==> config.mk <==
export PLATFORM = sky130hd
export DESIGN_NAME = intc_top
export DESIGN_NICKNAME = d
export VERILOG_FILES = /design/src/rtl/intc_pkg.sv /design/src/rtl/intc_ctrl.sv /design/src/rtl/intc_dpath.sv /design/src/rtl/intc_top.sv
export SDC_FILE = /design/constraint.sdc
export NUM_CORES = 1
export LEC_CHECK = 0
export BUFFER_PORTS_ARGS = -buffer_cell sky130_fd_sc_hd__buf_2
export CORE_MARGIN = 1.5
export CORE_UTILIZATION = 43
export CTS_CLUSTER_SIZE = 40
export DETAILED_ROUTE_END_ITERATION = 8
export GPL_TIMING_DRIVEN = 0
export PLACE_DENSITY = 0.84
export SLEW_MARGIN = 20
export SYNTH_ARGS = -nofsm -noshare
export SYNTH_HDL_FRONTEND = slang
export SYNTH_SLANG_ARGS = --single-unit
==> constraint.sdc <==
create_clock -name clk -period 2 [get_ports clk]
set_input_delay 0.4 -clock clk [delete_from_list [all_inputs] [get_ports clk]]
set_output_delay 0.4 -clock clk [all_outputs]
set_load 0.02 [all_outputs]
==> src/rtl/intc_pkg.sv <==
package intc_pkg;
  localparam int RST_N    = 3;
  localparam int RIDX_W   = $clog2(RST_N);
  localparam int WORD_W   = 8;

  typedef struct packed {
    logic              take;
    logic              trap;
    logic              rstHit;
    logic [RIDX_W-1:0] rstIdx;
    logic              gen;
    logic              ieSet;
    logic              ieClr;
    logic              maskLoad;
    logic              serLoad;
  } ctrlStrobes_t;
endpackage

==> src/rtl/intc_ctrl.sv <==
module intc_ctrl
  import intc_pkg::*;
(
  input  logic             clk,
  input  logic             rstN,
  input  logic             instrDone,
  input  logic             trapIn,
  input  logic [RST_N-1:0] restartIn,
  input  logic             genReqIn,
  input  logic             enableSet,
  input  logic             enableClr,
  input  logic             maskWrEn,
  input  logic             maskCtl,
  input  logic             serCtl,
  input  logic             ieQ,
  input  logic [RST_N-1:0] maskQ,
  output ctrlStrobes_t     st
);
  logic [RST_N-1:0] eligible;
  logic             maskableTake;

  assign eligible = restartIn & ~maskQ;

  always_comb begin
    st = '0;
    if (instrDone) begin
      if (trapIn) begin
        st.trap = 1'b1;
      end else if (ieQ) begin
        // ascending scan: the highest eligible index is kept
        for (int i = 0; i < RST_N; i++) begin
          if (eligible[i]) begin
            st.rstHit = 1'b1;
            st.rstIdx = RIDX_W'(i);
          end
        end
        if (!st.rstHit) st.gen = genReqIn;
      end
    end
    st.take     = st.trap | st.rstHit | st.gen;
    maskableTake = st.rstHit | st.gen;
    st.ieClr    = maskableTake | enableClr;
    st.ieSet    = enableSet & ~st.ieClr;
    st.maskLoad = maskWrEn & maskCtl;
    st.serLoad  = maskWrEn & serCtl;
  end

  // at most one source is selected per boundary
  a_r3_one_source: assert property (@(posedge clk) disable iff (!rstN)
    $onehot0({st.trap, st.rstHit, st.gen}));

  // nothing is selected away from an instruction boundary
  a_r4_boundary_only: assert property (@(posedge clk) disable iff (!rstN)
    !instrDone |-> !st.take);

  // a masked line is never selected
  a_r2_mask_blocks: assert property (@(posedge clk) disable iff (!rstN)
    st.rstHit |-> !maskQ[st.rstIdx] && restartIn[st.rstIdx]);
endmodule

==> src/rtl/intc_dpath.sv <==
module intc_dpath
  import intc_pkg::*;
#(
  parameter logic [WORD_W-1:0] TRAP_VEC = 8'h24,
  parameter logic [WORD_W-1:0] VEC_BASE = 8'h2C,
  parameter int                VEC_STEP = 8
) (
  input  logic              clk,
  input  logic              rstN,
  input  ctrlStrobes_t      st,
  input  logic [RST_N-1:0]  maskIn,
  input  logic              serBit,
  input  logic [RST_N-1:0]  restartIn,
  input  logic              serIn,
  output logic              ieQ,
  output logic [RST_N-1:0]  maskQ,
  output logic              serOutQ,
  output logic [WORD_W-1:0] rdWord,
  output logic              takeQ,
  output logic [WORD_W-1:0] vecQ,
  output logic              ackQ
);
  logic [WORD_W-1:0] nextVec;

  always_comb begin
    nextVec = '0;
    if (st.trap)        nextVec = TRAP_VEC;
    else if (st.rstHit) nextVec = VEC_BASE + WORD_W'(VEC_STEP) * WORD_W'(st.rstIdx);
  end

  always_ff @(posedge clk or negedge rstN) begin
    if (!rstN) begin
      ieQ     <= 1'b0;
      maskQ   <= '0;
      serOutQ <= 1'b0;
      takeQ   <= 1'b0;
      vecQ    <= '0;
      ackQ    <= 1'b0;
    end else begin
      if (st.ieClr)      ieQ <= 1'b0;
      else if (st.ieSet) ieQ <= 1'b1;
      if (st.maskLoad) maskQ   <= maskIn;
      if (st.serLoad)  serOutQ <= serBit;
      takeQ <= st.take;
      vecQ  <= nextVec;
      ackQ  <= st.gen;
    end
  end

  assign rdWord = {serIn, restartIn, ieQ, maskQ};

  // an accepted maskable request leaves the enable cleared
  a_r6_ie_cleared: assert property (@(posedge clk) disable iff (!rstN)
    (st.rstHit || st.gen) |=> !ieQ);

  // the non-maskable path does not disturb the enable
  a_r1_ie_kept: assert property (@(posedge clk) disable iff (!rstN)
    (st.trap && !st.ieClr && !st.ieSet) |=> $stable(ieQ));

  // the serial output only moves on a gated write
  a_r8_serout_hold: assert property (@(posedge clk) disable iff (!rstN)
    !st.serLoad |=> $stable(serOutQ));

  // the mask only moves on a gated write
  a_r8_mask_hold: assert property (@(posedge clk) disable iff (!rstN)
    !st.maskLoad |=> $stable(maskQ));
endmodule

==> src/rtl/intc_top.sv <==
module intc_top
  import intc_pkg::*;
(
  input  logic             clk,
  input  logic             rstN,
  input  logic             trapIn,
  input  logic [2:0]       restartIn,
  input  logic             genReqIn,
  input  logic             instrDone,
  input  logic             enableSet,
  input  logic             enableClr,
  input  logic             maskWrEn,
  input  logic [7:0]       maskWrData,
  input  logic             serIn,
  output logic [7:0]       maskRdData,
  output logic             serOut,
  output logic             intTake,
  output logic [7:0]       intVector,
  output logic             intAck
);
  ctrlStrobes_t     st;
  logic             ieQ;
  logic [RST_N-1:0] maskQ;
  logic [1:0]       unusedWrBits;

  assign unusedWrBits = maskWrData[5:4];

  intc_ctrl u_ctrl (
    .clk       (clk),
    .rstN      (rstN),
    .instrDone (instrDone),
    .trapIn    (trapIn),
    .restartIn (restartIn),
    .genReqIn  (genReqIn),
    .enableSet (enableSet),
    .enableClr (enableClr),
    .maskWrEn  (maskWrEn),
    .maskCtl   (maskWrData[3]),
    .serCtl    (maskWrData[6]),
    .ieQ       (ieQ),
    .maskQ     (maskQ),
    .st        (st)
  );

  intc_dpath u_dpath (
    .clk       (clk),
    .rstN      (rstN),
    .st        (st),
    .maskIn    (maskWrData[2:0]),
    .serBit    (maskWrData[7]),
    .restartIn (restartIn),
    .serIn     (serIn),
    .ieQ       (ieQ),
    .maskQ     (maskQ),
    .serOutQ   (serOut),
    .rdWord    (maskRdData),
    .takeQ     (intTake),
    .vecQ      (intVector),
    .ackQ      (intAck)
  );

  // the non-maskable request wins at any boundary
  a_r1_trap_first: assert property (@(posedge clk) disable iff (!rstN)
    (instrDone && trapIn) |=> intTake && intVector == 8'h24 && !intAck);

  // acknowledge only accompanies a take with a zero vector
  a_r5_ack_general: assert property (@(posedge clk) disable iff (!rstN)
    intAck |-> intTake && intVector == 8'h00);

  // no outputs one cycle after a non-boundary cycle
  a_r4_idle_outputs: assert property (@(posedge clk) disable iff (!rstN)
    !instrDone |=> !intTake && !intAck && intVector == 8'h00);
endmodule

### Yosys cells after proc, flatten, opt, wreduce, memory -nomap -nowiden

Cells that the tools add are included.

* $add $sub $neg: 1
* reductions and logical operators: 1
* multiplexer cells: 15
* bitwise operators: 10

Operators by type and width (count)
* 2-to-1 mux 3 bit: 6
* 2-to-1 mux 8 bit: 2
* 2-to-1 mux 4 bit: 2
* adder 6 x 5 -> 7 bit (first input constant): 1
* 2-to-1 mux 5 bit: 1
* 2-to-1 mux 1 bit: 4
* OR 1 bit: 4
* AND 1 bit: 3
* AND 3 bit: 1
* inverter 3 bit: 1
* nonzero test 2 bit: 1
* inverter 1 bit: 1

* output and inout port bits: 19
* logic and storage cells: 33
* input port bits: 20
* flip-flop bits (word level): 15

### Longest topological paths before layout

* depth after elaboration: 18
* gate-level depth with buffers: 5
* mapped depth without buffers: 5

### By module

A second synthesis with hierarchy kept.

* cells, all modules: 55
* area, all modules: 611.8 sq um

By module, submodules not included
* intc_dpath: sequential area each 300.3 sq um, instances 1, area an instance 493.0 sq um, cells each 37
* intc_ctrl: sequential area each 0.0 sq um, instances 1, area an instance 118.9 sq um, cells each 18

### Worst setup path after synthesis

Ideal clock, no wire load.

* kind: reg2reg
* from: register u_dpath.maskQ[2]
* to: register u_dpath.vecQ[4]
* data required time: 1.870 ns
* setup slack: 0.680 ns
* path buffers: 0
* arrival time: 1.190 ns
* library setup time: 0.130 ns
* stages on the path, launching flop included: 6
* period minus slack after synthesis: 1.320 ns
* cell sequence: dfrtp_1 > nand2b_1 > and3_1 > ha_1 > inv_1 > nor2_1

* word-level cells in the longest chain between the ends: 12

Ends and longest elaborated chain
* start, declared: RTL line intc_dpath.sv:16 `output logic [RST_N-1:0] maskQ,`
* start signal, assigned: RTL line intc_dpath.sv:42 `if (st.maskLoad) maskQ <= maskIn;`
* inverter 3 bit (*): RTL line intc_ctrl.sv:22 `assign eligible = restartIn & ~maskQ;`
* AND 3 bit (*): RTL line intc_ctrl.sv:22
* 2-to-1 mux 3 bit (*): RTL line intc_ctrl.sv:32 `if (eligible[i]) begin`
* 2-to-1 mux 3 bit (*): RTL line intc_ctrl.sv:29 `end else if (ieQ) begin`
* 2-to-1 mux 3 bit (*): RTL line intc_ctrl.sv:27 `if (trapIn) begin`
* 2-to-1 mux 3 bit (*): RTL line intc_ctrl.sv:26 `if (instrDone) begin`
* 2-to-1 mux 4 bit (*): RTL line intc_ctrl.sv:29
* 2-to-1 mux 4 bit (*): RTL line intc_ctrl.sv:27
* 2-to-1 mux 5 bit (*): RTL line intc_ctrl.sv:26
* adder 6 x 5 -> 7 bit: RTL line intc_dpath.sv:28 `else if (st.rstHit) nextVec = VEC_BASE + WORD_W'(VEC_STEP) * WORD_W'(st.rstIdx);`
* 2-to-1 mux 8 bit (*): RTL line intc_dpath.sv:28
* 2-to-1 mux 8 bit (*): RTL line intc_dpath.sv:27 `if (st.trap) nextVec = TRAP_VEC;`
* net u_dpath.nextVec[4]: RTL line intc_dpath.sv:23 `logic [WORD_W-1:0] nextVec;`
* end signal, assigned: RTL line intc_dpath.sv:45 `vecQ <= nextVec;`
* end, declared: RTL line intc_dpath.sv:20 `output logic [WORD_W-1:0] vecQ,`

Mark *: on every way through the listed nets, which the timed path passes. The rest lies on a longest branch. The select of a mux whose other input is x is not followed.
A chain may end at the register's enable or synchronous reset.

### Worst setup path after layout

* from: register u_dpath.ieQ
* to: output maskRdData[3]

RTL lines
* start, declared: RTL line intc_dpath.sv:15 `output logic ieQ,`
* start signal, assigned: RTL line intc_dpath.sv:33 `ieQ <= 1'b0;`
* start signal, assigned: RTL line intc_dpath.sv:40 `if (st.ieClr) ieQ <= 1'b0;`
* start signal, assigned: RTL line intc_dpath.sv:41 `else if (st.ieSet) ieQ <= 1'b1;`
* end, declared: RTL line intc_top.sv:15 `output logic [7:0] maskRdData,`

No word-level cell between the ends.

==> results.py <==
metrics = {
    "yosys": {
        "synth.largest_area_cell": "dfrtp_1",
        "synth_warnings": 0,
        "synth_flop_cell": "dfrtp_1",
        "synth_area_um2": 598.1,
        "synth_simple_gate_area_share_pct": 20.29,
        "synthMuxAreaShare_pct": 7.531,
        "syn_avg_cell_area_um2": 11.50,
        "synthAdderAreaFrac_pct": 2.092,
        "synth_top_family_by_area": "simple AND/OR/NAND/NOR gates",
        "synth_cells": 52,
        "synth_area_leaders": "dfrtp_1, buf_4, mux2_2",
        "synthXorXnorAreaFrac_pct": 0,
        "ys_async_sr_fraction_pct": 100.0,
        "synth_compound_area_share_pct": 7.950,
        "synth_edf_count": 0,
        "synth.distinct_cells": 23,
        "seq_area_frac_synth_pct": 50.21,
        "ys_ff_latch": 12,
        "synth_top_area_share_pct": 50.21,
    },
    "global_routing": {
        "grt_overflow": 0,
        "grt_pass1_vias": 350,
        "grt_pass1_wl_um": 1531,
        "antenna_found_initial": 0,
        "grtUsageTotal_pct": 16.13,
        "grt_max_degree": 13,
    },
    "setup_path": {
        "required_ps": 1600,
        "crit_buf_inv": 2,
        "criticalPathCategory": "register to output port",
        "cp.arrival_ps": 980,
        "cp_max_fo": 4,
        "startpoint_type": "register",
        "critPathLaunch": "u_dpath.ieQ",
        "cp_cell_sequence": "buf_4 -> buf_2",
        "cp_slowest_stage_delay_ps": 410,
        "endpoint_kind": "output port",
        "slowest_stage": "dfrtp_1",
        "crit_family": "flip-flops",
        "r2r_start": "u_dpath.maskQ[1]",
    },
    "clocking": {
        "clock_path_buffers": 2,
        "root_buffer": "clkbuf_4",
        "cts_buffers": 3,
        "cts.reportedPaths.clkPinSlew_ps": 80,
        "clock-sinks": 12,
        "htree_levels": 1,
        "postCtsSetupBuffers": 0,
        "cts_tree": "done",
        "insertion_delay_ps": 270,
    },
    "routing": {
        "drc": 0,
        "route.met3.wl_um": 44,
        "finalWirelength_um": 1160,
        "wl_per_cell_um": 10.94,
        "first_pass_iters": 4,
        "wirelength_met1_um": 438,
        "wl_met2_um": 637,
        "num_vias": 491,
        "viasPerCell": 4.632,
        "drtIter0Drc": 7,
        "ant_nets": 0,
        "top_layer_used": "met4",
    },
    "timing": {
        "fin_ws_ps": 622.6,
        "drv_slew": 0,
        "rsz0062_at_grt": "no",
        "fmax_mhz": 726.0,
        "tns_ps": 0,
        "finalCritPeriodShare_pct": 68.87,
        "setup_viol": 0,
        "post-route-min-period_ps": 1377,
        "final-hold-violation-count": 0,
        "fin_skew_ps": 0.7487,
    },
    "min_path": {
        "worstHoldPathType": "input port to register",
        "hp-start": "maskWrData[2]",
    },
    "power": {
        "powerDensity_nw_per_um2": 737.6,
        "power.total_uw": 612.8,
        "peakVddDrop_uv": 555.3,
        "switching_share_pct": 28.68,
        "combPwrFrac_pct": 23.7,
        "seqPwrFrac_pct": 44.7,
        "p_switching_uw": 175.7,
        "leakage_uw": 0.0004570,
        "power_frac_clock_pct": 31.6,
        "internal-power_uw": 437.1,
    },
    "die": {
        "start_util_pct": 45.96,
        "fp.coreArea_um2": 1301,
        "die_w_um": 40.30,
        "ioPinCount": 39,
        "die_area_um2": 1624,
        "die_h_um": 40.30,
        "rows": 13,
    },
    "placed_design": {
        "place_hpwl_um": 930,
        "gp_congestion": 0.6950,
        "preCtsSetupSlack_ps": 576.3,
        "dpl_cell_area_um2": 784.5,
        "port_buffers": 32,
    },
    "final_layout": {
        "final_cell_mix": "buf_2, dfrtp_1, buf_4, nor2_1",
        "num-nets-final": 113,
        "num_antenna_cells": 0,
        "layout-drive-gt1-share_pct": 61.54,
        "finalInstanceArea_um2": 830.8,
        "syn_to_final_growth_pct": 38.91,
        "final_common_cell": "buf_2",
    },
    "status": {
        "status": "finished, final reports clean",
    },
    "run": {
        "cap_viol_max_count": 0,
    },
}
-- power by group through the flow --
stage	Clock (uW)	Sequential [uW]	Combinational (uW)
finish	194	274	145
global route	210	276	157
CTS	196	274	146
detailed placement	0	279	144
global placement	0	277	140
floorplan	0	300	70.4
-- logic make-up after synthesis --
family | Yosys count
AO/OA/AOI/OAI | 5
multiplexers | 4
adder cells (fa/ha/maj) | 1
other | 1
buffers and inverters | 10
flip-flops | 12
AND/OR/NAND/NOR | 19
-- final cells by class --
cell class	instances	area, um^2
clock buffer	4	36.28
tap	15	18.77
inverter	2	7.507
buffer	8	60.06
sequential	12	300.3
multi-input combinational	32	237.7
timing repair buffer	33	170.2
fill	112	470.5
-- routing by layer --
layer	global-route usage, %	vias up
li1	-	240
met1	17.24	231
met2	25.00	16
met3	5.000	4
met4	15.00	0
met5	0	-
-- worst reg2reg max path, cell delays in order, from the launching register on --
cell and delay (ps):
dfrtp_1 400, nor2b_2 280, and3_1 200, ha_1 220, inv_1 50, nor2_1 40
-- cell usage after synthesis (all sizes together) (2+ instances only) --
cell / count
mux2: 4
inv: 2
dfrtp: 12
nor4: 2
nor2: 5
buf: 8
o21ai: 2
nor2b: 2
nand2: 5
-- path summary, 6_finish.rpt --
| path | end | slack [ps] | cells past startpoint |
|---|---|---|---|
| max | maskRdData[3] | 620 | 2 |
| min | u_dpath.maskQ[2] | 350 | 2 |
| max reg2reg | u_dpath.vecQ[4] | 690 | 5 |
| min reg2reg | u_dpath.serOutQ | 510 | 1 |
| max in group asynchronous | u_dpath.ieQ | 1260 | 2 |
| min in group asynchronous | u_dpath.serOutQ | 530 | 2 |
-- registers in the layout (all words and copies together) (netlist names) --
register,flops
u_dpath.maskQ,3
u_dpath.serOutQ,1
u_dpath.takeQ,1
u_dpath.ackQ,1
u_dpath.ieQ,1
u_dpath.vecQ,5
-- through the flow --
step	hold WS [ps]	utilization (%)	instances
2_1_floorplan	104.4	-	54
3_3_place_gp	284.4	60.29	101
3_5_place_dp	289.1	60.29	101
4_1_cts	353.4	63.85	106
5_1_grt	347.7	63.85	106
6_report	353.9	63.85	106
-- timing repair --
action	in CTS	in global routing
endpoints found under the setup margin	0	0
resized for setup	0	0
endpoints found under the hold margin	12	0
hold buffers	1	0
No activity file was read; power rests on OpenSTA's default activity.
